--- src/rtl/bankmap_pkg.sv ---
package bankmap_pkg;
  localparam int MODE_W       = 5;
  localparam int ARCH_W       = 4;
  localparam int SHARED_CNT   = 1 << ARCH_W;          // R0..R15 shared copies
  localparam int FIQ_FIRST    = 8;                    // first FIQ-banked register
  localparam int SP_NUM       = 13;                   // first pair-banked register
  localparam int PC_NUM       = SHARED_CNT - 1;
  localparam int FIQ_BASE     = SHARED_CNT;
  localparam int FIQ_CNT      = PC_NUM - FIQ_FIRST;   // R8..R14
  localparam int PAIR_MODES   = 5;
  localparam int PAIR_CNT     = PC_NUM - SP_NUM;      // R13, R14
  localparam int PAIR_BASE    = FIQ_BASE + FIQ_CNT;
  localparam int PHYS_ENTRIES = PAIR_BASE + PAIR_MODES * PAIR_CNT;
  localparam int PHYS_W       = $clog2(PHYS_ENTRIES);
  localparam int SPSR_CNT     = PAIR_MODES + 1;
  localparam int SPSR_W       = $clog2(SPSR_CNT);

  typedef logic [MODE_W-1:0] mode_t;
  typedef logic [ARCH_W-1:0] areg_t;
  typedef logic [PHYS_W-1:0] preg_t;
  typedef logic [SPSR_W-1:0] sidx_t;

  // class value doubles as saved-status slot for exception modes
  typedef enum logic [2:0] {
    MC_FIQ = 3'd0, MC_IRQ = 3'd1, MC_SVC = 3'd2, MC_ABT = 3'd3,
    MC_UND = 3'd4, MC_MON = 3'd5, MC_USR = 3'd7
  } mode_class_e;

  localparam mode_t ENC_USR = 5'b10000;
  localparam mode_t ENC_FIQ = 5'b10001;
  localparam mode_t ENC_IRQ = 5'b10010;
  localparam mode_t ENC_SVC = 5'b10011;
  localparam mode_t ENC_MON = 5'b10110;
  localparam mode_t ENC_ABT = 5'b10111;
  localparam mode_t ENC_UND = 5'b11011;
  localparam mode_t ENC_SYS = 5'b11111;

  typedef struct packed {
    preg_t phys;
    logic  wr;
    logic  spsr_vld;
    sidx_t spsr_idx;
    logic  bad_mode;
  } map_res_t;

  function automatic logic mode_legal(mode_t m);
    case (m)
      ENC_USR, ENC_FIQ, ENC_IRQ, ENC_SVC,
      ENC_MON, ENC_ABT, ENC_UND, ENC_SYS: return 1'b1;
      default:                            return 1'b0;
    endcase
  endfunction

  function automatic mode_class_e classify(mode_t m);
    case (m)
      ENC_FIQ: return MC_FIQ;
      ENC_IRQ: return MC_IRQ;
      ENC_SVC: return MC_SVC;
      ENC_ABT: return MC_ABT;
      ENC_UND: return MC_UND;
      ENC_MON: return MC_MON;
      default: return MC_USR;   // User, System and illegal codes
    endcase
  endfunction

  function automatic preg_t phys_of(mode_class_e c, areg_t r);
    int ri;
    int ci;
    ri = int'(r);
    ci = int'(c);
    if (ri == PC_NUM)
      return preg_t'(PC_NUM);
    if (c == MC_FIQ && ri >= FIQ_FIRST)
      return preg_t'(FIQ_BASE + ri - FIQ_FIRST);
    if (c != MC_FIQ && c != MC_USR && ri >= SP_NUM)
      return preg_t'(PAIR_BASE + PAIR_CNT * (ci - 1) + ri - SP_NUM);
    return preg_t'(ri);
  endfunction
endpackage

--- src/rtl/bm_mode_decode.sv ---
module bm_mode_decode
  import bankmap_pkg::*;
(
  input  mode_t       mode_i,
  output mode_class_e cls_o,
  output logic        bad_mode_o,
  output logic        spsr_vld_o,
  output sidx_t       spsr_idx_o
);
  mode_class_e cls_c;

  always_comb begin
    cls_c      = classify(mode_i);
    bad_mode_o = !mode_legal(mode_i);
    spsr_vld_o = (cls_c != MC_USR);
    spsr_idx_o = spsr_vld_o ? sidx_t'(cls_c) : '0;
  end

  assign cls_o = cls_c;

  always_comb begin
    AST_BAD_NO_SPSR: assert (!(bad_mode_o && spsr_vld_o));           // R7
    AST_SPSR_SLOT:   assert (!spsr_vld_o || spsr_idx_o < SPSR_CNT);  // R6
  end
endmodule

--- src/rtl/bm_bank_map.sv ---
module bm_bank_map
  import bankmap_pkg::*;
(
  input  mode_class_e cls_i,
  input  areg_t       reg_i,
  output preg_t       phys_o
);
  assign phys_o = phys_of(cls_i, reg_i);

  always_comb begin
    AST_PHYS_RANGE: assert (phys_o < PHYS_ENTRIES);                            // R2
    AST_PC_SHARED:  assert (reg_i != areg_t'(PC_NUM) || phys_o == preg_t'(PC_NUM)); // R4
    AST_USR_FLAT:   assert (cls_i != MC_USR || phys_o == preg_t'(reg_i));      // R5
    AST_LOW_FLAT:   assert (reg_i >= areg_t'(FIQ_FIRST) || phys_o == preg_t'(reg_i)); // R1
  end
endmodule

--- src/rtl/mode_bank_mapper.sv ---
module mode_bank_mapper
  import bankmap_pkg::*;
#(
  parameter bit REG_OUT = 1'b1
) (
  input  logic       clk,
  input  logic       rst_n,
  input  logic [4:0] mode_i,
  input  logic [3:0] reg_i,
  input  logic       wr_i,
  output logic [5:0] phys_idx_o,
  output logic       phys_wr_o,
  output logic       spsr_present_o,
  output logic [2:0] spsr_idx_o,
  output logic       invalid_mode_o
);
  mode_class_e cls_w;
  logic        bad_mode_w;
  logic        spsr_vld_w;
  sidx_t       spsr_idx_w;
  preg_t       phys_w;
  logic        wr_ok_w;
  map_res_t    res_c;
  map_res_t    res_q;

  bm_mode_decode u_dec (
    .mode_i     (mode_i),
    .cls_o      (cls_w),
    .bad_mode_o (bad_mode_w),
    .spsr_vld_o (spsr_vld_w),
    .spsr_idx_o (spsr_idx_w)
  );

  bm_bank_map u_map (
    .cls_i  (cls_w),
    .reg_i  (reg_i),
    .phys_o (phys_w)
  );

  assign wr_ok_w = wr_i && !bad_mode_w;

  always_comb begin
    res_c          = '0;
    res_c.phys     = phys_w;
    res_c.wr       = wr_ok_w;
    res_c.spsr_vld = spsr_vld_w;
    res_c.spsr_idx = spsr_idx_w;
    res_c.bad_mode = bad_mode_w;
  end

  generate
    if (REG_OUT) begin : g_reg
      always_ff @(posedge clk or negedge rst_n) begin
        if (!rst_n) res_q <= '0;
        else        res_q <= res_c;
      end

      AST_WR_BLOCKED: assert property (@(posedge clk) disable iff (!rst_n)
        $past(bad_mode_w) |-> !phys_wr_o);                              // R8
      AST_PC_PIPE: assert property (@(posedge clk) disable iff (!rst_n)
        ($past(rst_n) && $past(reg_i) == areg_t'(PC_NUM))
          |-> phys_idx_o == preg_t'(PC_NUM));                           // R4
      AST_HOLD: assert property (@(posedge clk) disable iff (!rst_n)
        ($past(rst_n) && $stable(mode_i) && $stable(reg_i) && $past(rst_n, 2))
          |=> $stable(phys_idx_o));                                     // R9
    end else begin : g_comb
      assign res_q = res_c;
    end
  endgenerate

  assign phys_idx_o     = res_q.phys;
  assign phys_wr_o      = res_q.wr;
  assign spsr_present_o = res_q.spsr_vld;
  assign spsr_idx_o     = res_q.spsr_idx;
  assign invalid_mode_o = res_q.bad_mode;
endmodule

--- config.mk ---
export PLATFORM = sky130hd
export DESIGN_NAME = mode_bank_mapper
export DESIGN_NICKNAME = d
export VERILOG_FILES = /design/src/rtl/bankmap_pkg.sv /design/src/rtl/bm_mode_decode.sv /design/src/rtl/bm_bank_map.sv /design/src/rtl/mode_bank_mapper.sv
export SDC_FILE = /design/constraint.sdc
export NUM_CORES = 1
export LEC_CHECK = 0
export CAP_MARGIN = 15
export CORE_MARGIN = 4
export CORE_UTILIZATION = 40
export DETAILED_ROUTE_END_ITERATION = 10
export PLACE_DENSITY = 0.73
export SYNTH_ARGS = -nofsm -noshare
export SYNTH_HDL_FRONTEND = slang
export SYNTH_SLANG_ARGS = --single-unit
--- constraint.sdc ---
create_clock -name clk -period 0.8 [get_ports clk]
set_input_delay 0.24 -clock clk [delete_from_list [all_inputs] [get_ports clk]]
set_output_delay 0.24 -clock clk [all_outputs]
set_load 0.005 [all_outputs]
# Word-level counts from Yosys, hierarchy flattened
# Memory sizes are Yosys's and may differ from the RTL's.
# Index checks and enable logic that the tools add are counted.
# W data, S select, Z words.
[op_classes]
addsub = 6
n_lt_le_gt_ge = 2
eq_ne = 8
mux = 14
n_reduce_logical = 7
[ops]
columns = ["operator", "count"]
rows = [
  ["$mux W6", 6],
  ["$eq A5 B5 Y1 const B", 6],
  ["$pmux W3 S6", 1],
  ["$sub A6 B5 Y6 const B", 2],
  ["$ge A4 B4 Y1 const B", 2],
  ["$add A5 B4 Y6 const A", 1],
  ["$add A6 B5 Y6", 1],
  ["$add A6 B6 Y6 const A", 1],
  ["$mux W1", 6],
  ["$eq A4 B1 Y1 const B", 1],
  ["$logic_and A1 B1 Y1", 4],
  ["$sub A3 B1 Y4 const B", 1],
  ["$logic_not A3 Y1", 1],
  ["$mux W3", 1],
  ["$ne A3 B3 Y1 const B", 1],
  ["$reduce_bool A3 Y1", 1],
  ["$logic_not A1 Y1", 1],
]
[word_totals]
register_bits = 12
mem_bits_ro = 32
in_bits = 12
output_inout_bits = 12
word_cells = 43
memories = 1
[memory_table]
columns = ["name", "words", "width", "rd", "rd_ports_with_merged_regs", "wr", "line_no", "source"]
rows = [
  ["(name not given)", 32, 1, 1, 0, 0, "bankmap_pkg.sv:47", "case (m)"],
]

# Logic depth before layout (Yosys ltp)
[logic_depth]
ltp_word = 11
ltp_mapped = 14
ltp_nobuf = 14

# Modules after synthesis
# From an unflattened synthesis, not the netlist that was laid out.
[hier_totals]
cells_unflattened = 80
area_unflattened_um2 = 809.5
[modules_own_cells]
columns = ["module", "n_inst", "cells_each", "area_each_um2", "seq_area_each_um2"]
rows = [
  ["bm_bank_map", 1, 43, 347.8, 0.0],
  ["mode_bank_mapper", 1, 13, 314.1, 300.3],
  ["bm_mode_decode", 1, 24, 147.6, 0.0],
]

# Worst setup path after synthesis
# Ideal clock, no wire load.
[synth_timing]
path_kind = "input to register"
from = "in mode_i[0]"
to = "reg res_q, in the netlist phys_idx_o[3]"
t_arrival_ps = 2312
required_ps = 680
setup_slack_ps = -1631
cell_stages = 13
path_cell_list = "nor2b_4 -> a21o_1 -> a22oi_1 -> nor2b_1 -> inv_1 -> ha_1 -> inv_1 -> ha_1 -> ha_1 -> inv_1 -> fa_1 -> nand2_1 -> a31o_1"
[synth_between]
elab_chain_len = 11
elab_cells_between_ends = 27
[synth_lines]
columns = ["element", "line_no", "source"]
rows = [
  ["start, declared", "mode_bank_mapper.sv:8", "input logic [4:0] mode_i,"],
  ["$eq A5 B5 Y1", "bankmap_pkg.sv:55", "case (m)"],
  ["$pmux W3 S6 *", "bankmap_pkg.sv:55", ""],
  ["branches (longest 7 deep; another with $add A6 B6 Y6)", "-", ""],
  ["$mux W6 *", "bankmap_pkg.sv:75", "if (c != MC_FIQ && c != MC_USR && ri >= SP_NUM)"],
  ["$mux W6 *", "bankmap_pkg.sv:73", "if (c == MC_FIQ && ri >= FIQ_FIRST)"],
  ["net phys_w[3]", "mode_bank_mapper.sv:21", "preg_t phys_w;"],
  ["end signal, assigned", "mode_bank_mapper.sv:55", "else res_q <= res_c;"],
  ["end, declared", "mode_bank_mapper.sv:24", "map_res_t res_q;"],
]
# Mark *: on every way through the listed nets, which the timed path passes. The select of a mux whose other input is x is not followed.

# Worst setup path in the final report
[layout_timing]
from = "in mode_i[0]"
to = "reg res_q, in the netlist phys_idx_o[5]"
# The elaborated chain is that of the path after synthesis.

==> metrics.txt <==
CP startpoint mode_i[0]; Hold Fails Final Rpt 0; CP max FO 3; commonest non-fill, non-tap cells in the layout buf_4, buf_2, dfrtp_1; Clk network pwr share 26.2%; total CTS buffers 3; Switch Pwr 465 µW; initial drt markers 10; crit path launch type primary input; HPWL after DPL 1440 µm; count of cell types in the netlist 32; Comb power frac 35.9%; commonest non-fill, non-tap cell in the layout buf_4; clk slew on worst S/H paths 70 ps; vias in the first global route 812; H-Tree Depth 1; Leak Pwr 0.683 nW; CP required 950 ps; GP Congestion 0.787; I/O Buffers 23; Slew headroom 81.2%; antenna violations before repair 0; Worst-Margin Slew 281 ps; Syn Inst Count 73; Die Y 51.9 µm; minimum clock period 2320 ps; Die X 51.9 µm; WL final 2270 µm; IO Pins 24; Syn Std Cell Area 772 µm²; detailed-route DRC error count 0; FILL cells 97; Clock Tree Buf Depth 2; design area 1420 µm²; Switching Fraction 26.9%; Setup crit end kind flop; GRT Residual Overflow 0; Fmax 432 MHz; Max VDD drop 759 µV; RSZ-0062 raised after global routing true; Synth Net Count 95; nets@finish 154; final setup fails 21; FF+latch area 300 µm²; worst hold stages 3; failing checks setup timing; max_cap viols 0; Vias/cell 4.86; WL per Instance 14.6 µm; fin crit share 290%; via count of the routed design 758; Final WS setup -1520 ps; Overall Global Routing Usage 18.4%; total core area 1780 µm²; TritonRoute pass-1 iters 4; Area Growth Syn to Fin 83.6%; Placed Area 1240 µm²; largest net degree at the start of global routing 13; pre-CTS setup slack -2270 ps; FF+latch count, synth 12; share of post-route cells with drive strength above 1 64.9%; sequential share of the synthesized area 38.9%; HP Start mode_i[2]; area of the multi-input gates 552 µm²; Yosys warning total 0; CTS tree done; ANT nets after route 0; Clock Tree Root clkbuf_4; Power Total 1.73 mW; Cell Rows 15; Sequential Power Share 37.9%; type of the most critical hold path primary input to flop; Clock Sinks 12; mean post-synth cell area 10.6 µm²; status finished with violations; starting density of the core 43.3%; area of the die 2700 µm²; max-slew violation count 0; first-pass GRT wire length 3590 µm; PD cells 1220 nW/µm²; Internal 1.27 mW; crit path DAT 2470 ps; crit path kind primary input to flop; antenna diode count 0
## worst max-delay path: stages
cell and delay (ps):
buf_6 90, nor2b_4 110, a21o_1 150, a22oi_2 160, nor2b_2 80, buf_4 140, ha_4 140, xnor2_1 120
ha_1 320, inv_1 50, ha_1 280, a21o_1 170, a21oi_2 130, xor2_1 200, nor3_1 70
## logic make-up (layout without fill, tap and decap cells)
family          count (synthesis)  in the layout  synth area share [%]
compound gates                 15             15                  18.8
fa+ha+maj                      10             10                  17.2
buf+inv                        14             72                  6.81
flops                          12             12                  38.9
simple gates                   19             19                  14.9
xor+xnor                        3              3                  3.40
## power by group through the flow
stage	Combinational (mW)	Clock [mW]	Sequential [mW]
6_report	0.621	0.454	0.655
3_3_place_gp	0.505	0	0.666
5_1_grt	0.671	0.517	0.660
2_1_floorplan	0.201	0	0.675
4_1_cts	0.559	0.465	0.656
3_5_place_dp	0.515	0	0.669
## flip-flops by register name, indices dropped and copies added, names as in the netlist
signal          flops
spsr_present_o      1
spsr_idx_o          3
phys_wr_o           1
phys_idx_o          6
invalid_mode_o      1
## cell type report
cell class / count / share of cell area, %
Clock buffer: 4 / 2.56
Inverter: 13 / 3.62
Multi-Input combinational cell: 47 / 38.9
Sequential cell: 12 / 21.2
Tap cell: 25 / 2.21
Timing Repair Buffer: 55 / 31.5
## path summary, 6_finish.rpt
check	end	slack, ps
worst max-delay path	phys_idx_o[5]$_DFF_PN0_	-1520
worst min-delay path	invalid_mode_o$_DFF_PN0_	230
max in group asynchronous	phys_idx_o[0]$_DFF_PN0_	400
min in group asynchronous	spsr_idx_o[2]$_DFF_PN0_	300
## cell usage after synthesis
library cell | instances | area share (%)
xnor2_1 | 2 | 2.3
ha_1 | 9 | 15
o31a_1 | 1 | 1.1
and3_2 | 1 | 0.97
or2_4 | 1 | 1.1
o211ai_1 | 1 | 0.97
and4_1 | 1 | 1.1
nand2_1 | 3 | 1.5
nand2_2 | 1 | 0.81
nor2_1 | 3 | 1.5
and2_1 | 1 | 0.81
inv_1 | 13 | 6.3
o21ai_0 | 2 | 1.3
o32ai_2 | 1 | 2.1
xor2_1 | 1 | 1.1
o2111ai_4 | 1 | 3.4
nor2b_1 | 2 | 1.6
a31o_1 | 1 | 1.1
nor2b_4 | 1 | 1.8
o211a_1 | 1 | 1.3
fa_1 | 1 | 2.6
a41oi_1 | 1 | 1.1
a21oi_1 | 2 | 1.3
a21o_1 | 2 | 1.9
nand4_1 | 1 | 0.81
a22oi_1 | 1 | 0.97
dfrtp_1 | 12 | 39
nand2b_1 | 1 | 0.81
a21oi_4 | 1 | 2.1
nor3_1 | 2 | 1.3
clkbuf_1 | 1 | 0.49
and3_1 | 1 | 0.81
## through the flow
| step | TNS, ps | hold slack, ps | util [%] | instances |
|---|---|---|---|---|
| after floorplan | -8980 | -55.6 | - | 73 |
| after global placement | -19490 | 579 | 69.5 | 144 |
| after detailed placement | -19940 | 577 | 69.5 | 144 |
| after CTS | -10220 | 236 | 76.8 | 156 |
| after global routing | -11100 | 220 | 79.5 | 156 |
| final | -10090 | 227 | 79.5 | 156 |
## layer usage
metal,wire length [µm],global-route usage (%),share of wire [%]
met1,878,18.1,39
met2,1210,32.4,53
met3,105,4.30,4.6
met4,80,14.8,3.5
met5,0,0,0
## repair_timing
action                                 CTS  global route
hold buffers                             0             0
endpoints found under the hold margin    0             0
pin swaps                               20             6
buffers inserted                         8             1
setup endpoints to repair               23            22
resized for setup                       91            14
No activity file was read; power rests on OpenSTA's default activity.
